## src/rtl/fdg_pkg.sv

```systemverilog
// Package: shared types for the frame-pulse deskew group.
package fdg_pkg;
    // Controller phases: idle until a pulse, collecting pulses, reading, alarm.
    typedef enum logic [1:0] {
        ST_WAIT    = 2'd0,
        ST_COLLECT = 2'd1,
        ST_RUN     = 2'd2,
        ST_OOS     = 2'd3
    } align_state_e;
endpackage

```

## src/rtl/fdg_lane_buf.sv

```systemverilog
// Module: fdg_lane_buf
// One lane's circular buffer. The lane writes every clock. Before its frame
// pulse it writes slot 0; the pulse byte lands in slot 0 and the pointer then
// advances by one slot per clock. Reads use the shared address from the
// controller.
// Assumes: the controller raises 'capture' only while pulses are collected,
// and DEPTH is larger than the worst distance between write and read.
module fdg_lane_buf #(
    parameter int DW    = 8,
    parameter int DEPTH = 32,
    localparam int AW   = $clog2(DEPTH)
) (
    input  logic          clk,
    input  logic          rst_n,
    input  logic          clear,
    input  logic          capture,
    input  logic          fp,
    input  logic [DW-1:0] din,
    input  logic          rd_en,
    input  logic [AW-1:0] raddr,
    output logic [DW-1:0] dout,
    output logic          seen
);
    logic [DW-1:0] mem [DEPTH];
    logic [AW-1:0] wptr;

    // Store the incoming byte at the current write slot.
    always_ff @(posedge clk) begin
        mem[wptr] <= din;
    end

    // Hold the pointer at 0 until the pulse, then advance once per clock.
    always_ff @(posedge clk) begin
        if (!rst_n || clear) begin
            wptr <= '0;
        end else if (seen) begin
            wptr <= wptr + 1'b1;
        end else if (capture && fp) begin
            wptr <= AW'(1);
        end else begin
            wptr <= '0;
        end
    end

    // Remember that this lane reported its pulse during collection.
    always_ff @(posedge clk) begin
        if (!rst_n || clear) begin
            seen <= 1'b0;
        end else if (capture && fp) begin
            seen <= 1'b1;
        end
    end

    // Registered read port driven by the shared read address.
    always_ff @(posedge clk) begin
        if (!rst_n || clear) begin
            dout <= '0;
        end else if (rd_en) begin
            dout <= mem[raddr];
        end
    end
endmodule

```

## src/rtl/fdg_ctrl.sv

```systemverilog
// Module: fdg_ctrl
// Shared read controller. It counts clocks from the first member pulse. It
// starts the common read once every member lane has pulsed and the minimum
// latency has passed, or raises out-of-sync at the timeout.
// Assumes: all_seen reflects registered per-lane flags, so the read starts
// no earlier than the clock after the last pulse.
module fdg_ctrl
    import fdg_pkg::*;
#(
    parameter int LAT     = 9,
    parameter int TIMEOUT = 18,
    parameter int AW      = 5,
    localparam int CW     = $clog2(TIMEOUT + 1)
) (
    input  logic          clk,
    input  logic          rst_n,
    input  logic          realign,
    input  logic          any_fp,
    input  logic          all_seen,
    output align_state_e  state,
    output logic          rd_en,
    output logic [AW-1:0] raddr,
    output logic          out_valid
);
    logic [CW-1:0] cnt;
    logic          go;

    // Read may start: all members seen and the minimum wait has elapsed.
    always_comb begin
        go    = (state == ST_COLLECT) && all_seen && (cnt >= CW'(LAT - 1));
        rd_en = go || (state == ST_RUN);
    end

    // Phase sequencing and the clock count since the first pulse.
    always_ff @(posedge clk) begin
        if (!rst_n || realign) begin
            state <= ST_WAIT;
            cnt   <= '0;
        end else begin
            case (state)
                ST_WAIT: if (any_fp) begin
                    state <= ST_COLLECT;
                    cnt   <= CW'(1);
                end
                ST_COLLECT: begin
                    if (go) begin
                        state <= ST_RUN;
                    end else if (cnt == CW'(TIMEOUT)) begin
                        state <= ST_OOS;
                    end else begin
                        cnt <= cnt + 1'b1;
                    end
                end
                default: state <= state;
            endcase
        end
    end

    // Common read address: zero outside run, one step per read.
    always_ff @(posedge clk) begin
        if (!rst_n) begin
            raddr <= '0;
        end else if (rd_en && !realign) begin
            raddr <= raddr + 1'b1;
        end else if (state != ST_RUN) begin
            raddr <= '0;
        end
    end

    // Output valid follows the registered read data.
    always_ff @(posedge clk) begin
        if (!rst_n || realign) begin
            out_valid <= 1'b0;
        end else begin
            out_valid <= rd_en;
        end
    end
endmodule

```

## src/rtl/frame_deskew_group.sv

```systemverilog
// Module: frame_deskew_group
// Aligns up to LANES byte lanes on their frame pulses. Lanes outside the
// selected group or with a cleared enable are left out of the alignment and
// output zero.
// Assumes: DEPTH > TIMEOUT + 1, so the earliest lane is never overwritten
// before it is read.
module frame_deskew_group
    import fdg_pkg::*;
#(
    parameter int LANES   = 8,
    parameter int DW      = 8,
    parameter int DEPTH   = 32,
    parameter int LAT     = 9,
    parameter int TIMEOUT = 18,
    localparam int AW     = $clog2(DEPTH),
    localparam int GW     = $clog2(LANES) + 2
) (
    input  logic                clk,
    input  logic                rst_n,
    input  logic [LANES-1:0]    lane_en,
    input  logic [1:0]          grp_sel,
    input  logic                realign,
    input  logic [LANES-1:0]    fp,
    input  logic [LANES*DW-1:0] din,
    output logic [LANES*DW-1:0] dout,
    output logic                dout_valid,
    output logic                oos_alarm,
    output logic [LANES-1:0]    lane_ok
);
    align_state_e     state;
    logic [GW-1:0]    grp_size;
    logic [LANES-1:0] member;
    logic [LANES-1:0] seen;
    logic             capture;
    logic             rd_en;
    logic [AW-1:0]    raddr;

    // Decode the group-size select into a lane count.
    always_comb begin
        case (grp_sel)
            2'd0:    grp_size = GW'(2);
            2'd1:    grp_size = GW'(4);
            default: grp_size = GW'(LANES);
        endcase
    end

    // Pulses are collected while idle or while gathering the group.
    assign capture   = (state == ST_WAIT) || (state == ST_COLLECT);
    assign oos_alarm = (state == ST_OOS);

    fdg_ctrl #(
        .LAT     (LAT),
        .TIMEOUT (TIMEOUT),
        .AW      (AW)
    ) u_ctrl (
        .clk       (clk),
        .rst_n     (rst_n),
        .realign   (realign),
        .any_fp    (|(fp & member)),
        .all_seen  (&(seen | ~member)),
        .state     (state),
        .rd_en     (rd_en),
        .raddr     (raddr),
        .out_valid (dout_valid)
    );

    for (genvar g = 0; g < LANES; g++) begin : g_lane
        logic [DW-1:0] buf_q;

        // Lane participates when enabled and inside the selected group.
        assign member[g] = lane_en[g] && (GW'(g) < grp_size);

        fdg_lane_buf #(
            .DW    (DW),
            .DEPTH (DEPTH)
        ) u_buf (
            .clk     (clk),
            .rst_n   (rst_n),
            .clear   (realign),
            .capture (capture),
            .fp      (fp[g] && member[g]),
            .din     (din[g*DW +: DW]),
            .rd_en   (rd_en),
            .raddr   (raddr),
            .dout    (buf_q),
            .seen    (seen[g])
        );

        // Pass data only for members that were aligned in the last pass.
        assign lane_ok[g]         = dout_valid && member[g] && seen[g];
        assign dout[g*DW +: DW]   = lane_ok[g] ? buf_q : '0;
    end
endmodule

```

## config.mk

```make
export PLATFORM = sky130hd
export DESIGN_NAME = frame_deskew_group
export DESIGN_NICKNAME = d
export VERILOG_FILES = /design/src/rtl/fdg_pkg.sv /design/src/rtl/fdg_lane_buf.sv /design/src/rtl/fdg_ctrl.sv /design/src/rtl/frame_deskew_group.sv
export SDC_FILE = /design/constraint.sdc
export NUM_CORES = 2
export LEC_CHECK = 0
export BUFFER_PORTS_ARGS = -buffer_cell sky130_fd_sc_hd__buf_2
export CAP_MARGIN = 10
export CORE_ASPECT_RATIO = 1.4
export CORE_MARGIN = 8
export CORE_UTILIZATION = 60
export CTS_BUF_LIST = sky130_fd_sc_hd__clkbuf_4 sky130_fd_sc_hd__clkbuf_8
export CTS_CLUSTER_DIAMETER = 30
export DETAILED_ROUTE_END_ITERATION = 10
export GPL_ROUTABILITY_DRIVEN = 0
export GPL_TIMING_DRIVEN = 0
export HOLD_SLACK_MARGIN = 0.06
export PLACE_DENSITY = 0.77
export SYNTH_ARGS = -nofsm -noshare
export SYNTH_HDL_FRONTEND = slang
export SYNTH_SLANG_ARGS = --single-unit
```

## constraint.sdc

```tcl
create_clock -name clk -period 2.9 [get_ports clk]
set_input_delay 0.29 -clock clk [delete_from_list [all_inputs] [get_ports clk]]
set_output_delay 0.29 -clock clk [all_outputs]
set_load 0.01 [all_outputs]
```

### Yosys cells after proc, flatten, opt, wreduce, memory -nomap -nowiden

Memory sizes are Yosys's and may differ from the RTL's. A register that Yosys moved wholly into a read port is not among the register bits.
Index checks and enable logic that the tools add are counted.

| cells by class | value |
|---|---|
| reductions and logical operators | 56 |
| order comparisons | 9 |
| shifts and indexed selects | 0 |
| divide/modulo/power cells | 0 |
| bitwise gates (word level) | 3 |
| muxes and demuxes | 35 |
| $mul | 0 |
| equality and inequality tests | 10 |
| $add $sub $neg | 10 |

Operators with widths:

| operator | number |
|---|---|
| two-way mux 5 bit | 13 |
| two-way mux 8 bit | 8 |
| adder 5 x 1 -> 5 bit (second input constant) | 10 |
| logical AND 1 bit | 43 |
| less-than comparator 3 x 5 -> 1 bit (first input constant) | 4 |
| less-than comparator 1 x 5 -> 1 bit (first input constant) | 2 |
| less-than comparator 2 x 5 -> 1 bit (first input constant) | 2 |
| one-hot mux 5 bit (2 select lines) | 1 |
| AND 8 bit | 1 |
| two-way mux 1 bit | 8 |
| inverter 8 bit | 1 |
| OR 8 bit | 1 |
| one-hot mux 4 bit (2 select lines) | 1 |
| AND reduction 8 bit | 1 |
| OR reduction 8 bit | 1 |
| two-way mux 2 bit | 3 |
| != test 2 bit (second input constant) | 3 |
| equality test 5 bit (second input constant) | 1 |
| greater-or-equal comparator 5 x 4 -> 1 bit (second input constant) | 1 |
| equality test 2 x 1 -> 1 bit (second input constant) | 2 |
| equality test 2 bit (second input constant) | 2 |
| zero test 2 bit | 2 |
| one-hot mux 2 bit (2 select lines) | 1 |
| AND reduction 4 bit | 1 |
| other kinds (6) | 10 |

| storage, ports and cells | value |
|---|---|
| memory bits (writable) | 2048 |
| bits in registers | 61 |
| memories | 8 |
| input port bits | 85 |
| memory bits (read-only) | 0 |
| latch bits | 0 |
| word-level logic and storage cells | 151 |

Memories:

| memory | depth | bits a word | rd ports | clocked after Yosys merged registers in | write ports | line | RTL |
|---|---|---|---|---|---|---|---|
| g_lane[0].u_buf.mem | 32 | 8 | 1 | 1 | 1 | fdg_lane_buf.sv:24 | `logic [DW-1:0] mem [DEPTH];` |
| g_lane[1].u_buf.mem | 32 | 8 | 1 | 1 | 1 | fdg_lane_buf.sv:24 |  |
| g_lane[2].u_buf.mem | 32 | 8 | 1 | 1 | 1 | fdg_lane_buf.sv:24 |  |
| g_lane[3].u_buf.mem | 32 | 8 | 1 | 1 | 1 | fdg_lane_buf.sv:24 |  |
| g_lane[4].u_buf.mem | 32 | 8 | 1 | 1 | 1 | fdg_lane_buf.sv:24 |  |
| g_lane[5].u_buf.mem | 32 | 8 | 1 | 1 | 1 | fdg_lane_buf.sv:24 |  |
| 2 more memories | - | - | - | - | - | - |  |

### Logic depth before layout (Yosys ltp)

| logic depth | value |
|---|---|
| word-level depth | 12 |
| mapped depth | 11 |

### Modules after synthesis

From an unflattened synthesis, not the netlist that was laid out.

| second synthesis, totals | value |
|---|---|
| cell total of the unflattened synthesis | 5217 |
| area total of the unflattened synthesis | 86317.8 µm² |

By module, submodules not included:

| module | area each (µm²) | instances | seq. area each (µm²) | cells an instance |
|---|---|---|---|---|
| fdg_lane_buf (g_lane[2].u_buf ...) | 10611.4 | 6 | 7967.6 | 628 |
| fdg_lane_buf (g_lane[0].u_buf ...) | 10626.4 | 2 | 7967.6 | 630 |
| frame_deskew_group | 699.4 | 1 | 0.0 | 112 |
| fdg_ctrl | 696.9 | 1 | 260.2 | 77 |

### Least setup slack after synthesis

No wires, ideal clock.

| timing path | value |
|---|---|
| kind | input port to flip-flop |
| from | input port grp_sel[0] |
| to | register g_lane[2].u_buf.dout[3], read port of g_lane[2].u_buf.mem |
| data arrival time | 2.248 ns |
| stages on the path | 11 |
| data required time | 2.783 ns |
| path slack | 0.534 ns |
| cell sequence | nor2_1 > inv_1 > ha_1 > or3b_2 > nand4_1 > or3_1 > buf_6 > a21oi_2 > buf_4 > buf_6 > a32o_1 |

| between the ends | value |
|---|---|
| cells in the longest elaborated chain, start to end | 10 |

Ends and longest elaborated chain:

| item | line | RTL |
|---|---|---|
| from (decl) | frame_deskew_group.sv:21 | `input logic [1:0] grp_sel,` |
| equality test 2 x 1 -> 1 bit or zero test 2 bit (tied branches) | frame_deskew_group.sv:40 | `case (grp_sel)` |
| one-hot mux 4 bit (2 select lines) (*) | frame_deskew_group.sv:40 |  |
| less-than comparator 1 x 5 -> 1 bit, or another cell as far along | frame_deskew_group.sv:71 | `assign member[g] = lane_en[g] && (GW'(g) < grp_size);` |
| logical AND 1 bit | frame_deskew_group.sv:71 |  |
| inverter 8 bit (*) | frame_deskew_group.sv:60 | `.all_seen (&(seen \| ~member)),` |
| OR 8 bit (*) | frame_deskew_group.sv:60 |  |
| AND reduction 8 bit (*) | frame_deskew_group.sv:60 |  |
| logical AND 1 bit (*) (2 in series) | fdg_ctrl.sv:30 | `go = (state == ST_COLLECT) && all_seen && (cnt >= CW'(LAT - 1));` |
| logical OR 1 bit (*) | fdg_ctrl.sv:31 | `rd_en = go \|\| (state == ST_RUN);` |
| to (decl) | fdg_lane_buf.sv:21 | `output logic [DW-1:0] dout,` |

Mark *: on every way between the ends. The rest lies on a longest branch, timed or not.
A chain may end at the register's enable or synchronous reset.

==> reports/qor.csv <==
metric;value;unit
TritonCTS clock tree;yes;
hold path cells;2;
sequential area share after synthesis;75.28;%
num rows;163;
Synth area leader;edfxtp_1;
HPWL Detailed;167.9;mm
clock sinks;2173;
clock buffer depth;4;
Starting Density;60.41;%
Post-Place Setup Slack;-0.7658;ns
LEAKAGE;30.46;nW
P per Cell Area;646.3;nW/um^2
#FFs+latches synth;2173;
Die Area;154200;um^2
drt pass-1 iters;9;
via/cell ratio;6.803;
Worst Setup End Kind;flip-flop;
maximum fanout along the worst path;10;
worst setup margin;-0.1191;ns
setup TNS;-1.206;ns
die height;461.4;um
drt wl/cell;35.26;um
initial antenna violation count;17;
Worst Setup SP;u_ctrl.raddr[0]$_SDFFE_PN0P_;
synth cell count leaders;edfxtp_1, mux2i_1, nor2_1;
chip width;334.1;um
endpoints failing hold;0;
Critical Path AT;3.99;ns
Worst Reg2Reg Path Length in Cells;9;
DRT iter0 DRCs;7885;
relative slew slack;5.025;%
core area;140700;um^2
synth-to-layout area growth;14.45;%
failing checks;negative setup slack;
minimum hold slack;0.2757;ns
synth top area cells;edfxtp_1, mux4_2, mux2i_1;
startpoint types;flip-flop;
nets;5390;
Congestion Overflow GR;0;
Critical R2R Capture;g_lane[5].u_buf.dout[0]$_SDFFE_PP0P_;
maxcap violations;0;
Worst Path Required;3.87;ns
net count after synthesis;4766;
most frequent cell after synthesis;edfxtp_1;
number of global-route vias before repair;49570;
fmax;0.3312;GHz
Unique masters post-synth;59;
largest net degree at the start of global routing;33;
async set-reset flop share out of synthesis;0;%
fill cell count;8641;
IR drop worst, VDD;430.9;uV
layout cells sized above 1;23.61;%
Core Util, Final;69.14;%
Setup Skew;0.07838;ns
Tmin final;3.019;ns
global-route wire length before repair;356.8;mm
crit path to;g_lane[5].u_buf.dout[0]$_SDFFE_PP0P_;
GRT Total Usage;33.06;%
CTS Buf Count;346;
worst skew pair latency;1.07;ns
RSZ-0062 raised after global routing;true;
port bufs;158;
Post-Syn Area;85020;um^2
synthesized area per cell;18.31;um^2
share of the clock period used by the worst path;104.1;%
Clock Root Buffer;clkbuf_8;
Reg clk slew, reported paths;0.06;ns
H-Tree Depth;5;
Vias;50080;
final WL;259.6;mm
Synth warnings;0;
Least-Margin Pin Slew;1.419;ns
final antenna-violating net count;0;
DRC viols;0;
post-synthesis cell count;4644;
r2r setup slk;-0.12;ns
Setup Crit Path Kind;flip-flop to flip-flop;
Max Slew Vio Count;0;
Worst Hold Class;input pin to flip-flop;
Setup-failing EPs final;27;
Post-synth EDFFs;2048;
Most used DFF post-synth;edfxtp_1;
Worst R2R Start;u_ctrl.raddr[0]$_SDFFE_PN0P_;
status;finished with violations;
IO Pins;159;
post-synth top area share;72.34;%
-- power by group --
| part | internal, mW | switching [mW] |
|---|---|---|
| sequential | 34.4 | 0.0451 |
| combinational | 0.255 | 0.725 |
| clock | 15.2 | 12.2 |
| total | 49.9 | 13.0 |
-- stage by stage --
stage               instances  total power, mW  instance area [um^2]
finish                   7362            62.89                 97300
global route             7349            64.19                 97270
CTS                      7341            62.74                 97010
detailed placement       6640            35.91                 88420
global placement         6617            35.86                 88080
floorplan                4644            35.29                 85020
-- critical path: stages, from the launching register on --
cell and delay (ns):
dfxtp_1 0.38, buf_2 0.29, buf_4 0.26, buf_6 0.34, buf_4 0.36, mux2i_1 0.14, o22ai_1 0.21, nor3_2 0.11
a211oi_1 0.58, a32o_1 0.25
-- per-layer routing --
layer  vias up  global-route usage [%]  wire length (um)
met3      1030                   9.969             35400
met5         -                       0                43
met1     24940                   38.99             82100
met2      4302                   52.58            121400
li1      19810                       -                 -
met4         6                   22.42             20590
-- state kept, by name (all words and copies together) (netlist names) --
| register | count |
|---|---|
| g_lane.u_buf.dout | 64 |
| u_ctrl.cnt | 5 |
| u_ctrl.state | 2 |
| g_lane.u_buf.seen | 8 |
| u_ctrl.out_valid | 1 |
| g_lane.u_buf.mem | 2048 |
| g_lane.u_buf.wptr | 40 |
| u_ctrl.raddr | 5 |
-- layout make-up --
cell class / instances / area (um^2) / share of cell area [%]
sequential: 2173 / 64010 / 65.79
clock buffer: 457 / 5714 / 5.873
timing repair buffer: 282 / 2111 / 2.169
inverter: 22 / 82.58 / 0.08487
tap: 1815 / 2271 / 2.334
buffer: 262 / 1770 / 1.820
antenna: 16 / 40.04 / 0.04115
clock inverter: 154 / 1476 / 1.517
multi-input combinational: 2181 / 19830 / 20.38
-- cell usage in the layout, fill, tap and decap left out, types with 62 or more instances in the layout --
cell type and count:
nor3_1 76, clkbuf_8 366, buf_4 65, clkbuf_1 62, o22ai_1 167, nand2_1 125
and2_1 69, nand2b_1 65, mux4_2 280, clkbuf_4 103, nor2_1 359, mux2i_1 562
buf_2 192, edfxtp_1 2048, dlygate4sd3_1 93, dfxtp_1 119
-- cell families after synthesis --
logic type	share of synthesized area, %
flip-flops	75.28
buffers and inverters	1.676
adder cells (fa/ha/maj)	0.5445
AO/OA/AOI/OAI	3.476
XOR/XNOR	0.2575
AND/OR/NAND/NOR	4.665
multiplexers	14.10
-- worst min path at each step --
| stage | slack, ns | endpoint | startpoint |
|---|---|---|---|
| 2_1_floorplan | 0.39 | g_lane[0].u_buf.mem[0][0]$_DFFE_PP_ | din[0] |
| 3_3_place_gp | 0.44 | g_lane[3].u_buf.dout[4]$_SDFFE_PP0P_ | g_lane[3].u_buf.dout[4]$_SDFFE_PP0P_ |
| 3_5_place_dp | 0.45 | g_lane[3].u_buf.dout[4]$_SDFFE_PP0P_ | g_lane[3].u_buf.dout[4]$_SDFFE_PP0P_ |
| 4_1_cts | 0.20 | g_lane[7].u_buf.mem[0][2]$_DFFE_PP_ | din[58] |
| 5_1_grt | 0.24 | g_lane[7].u_buf.mem[0][2]$_DFFE_PP_ | din[58] |
| 6_report | 0.28 | g_lane[7].u_buf.mem[1][2]$_DFFE_PP_ | din[58] |
-- repair_timing --
action	in CTS	in global routing
setup endpoints to repair	120	68
hold buffers	93	0
hold endpoints to repair	2076	0
setup buffers	3	0
cloned	0	0
pin swaps	1	1
resized for setup	175	74
Power figures use the tool's default switching activity.
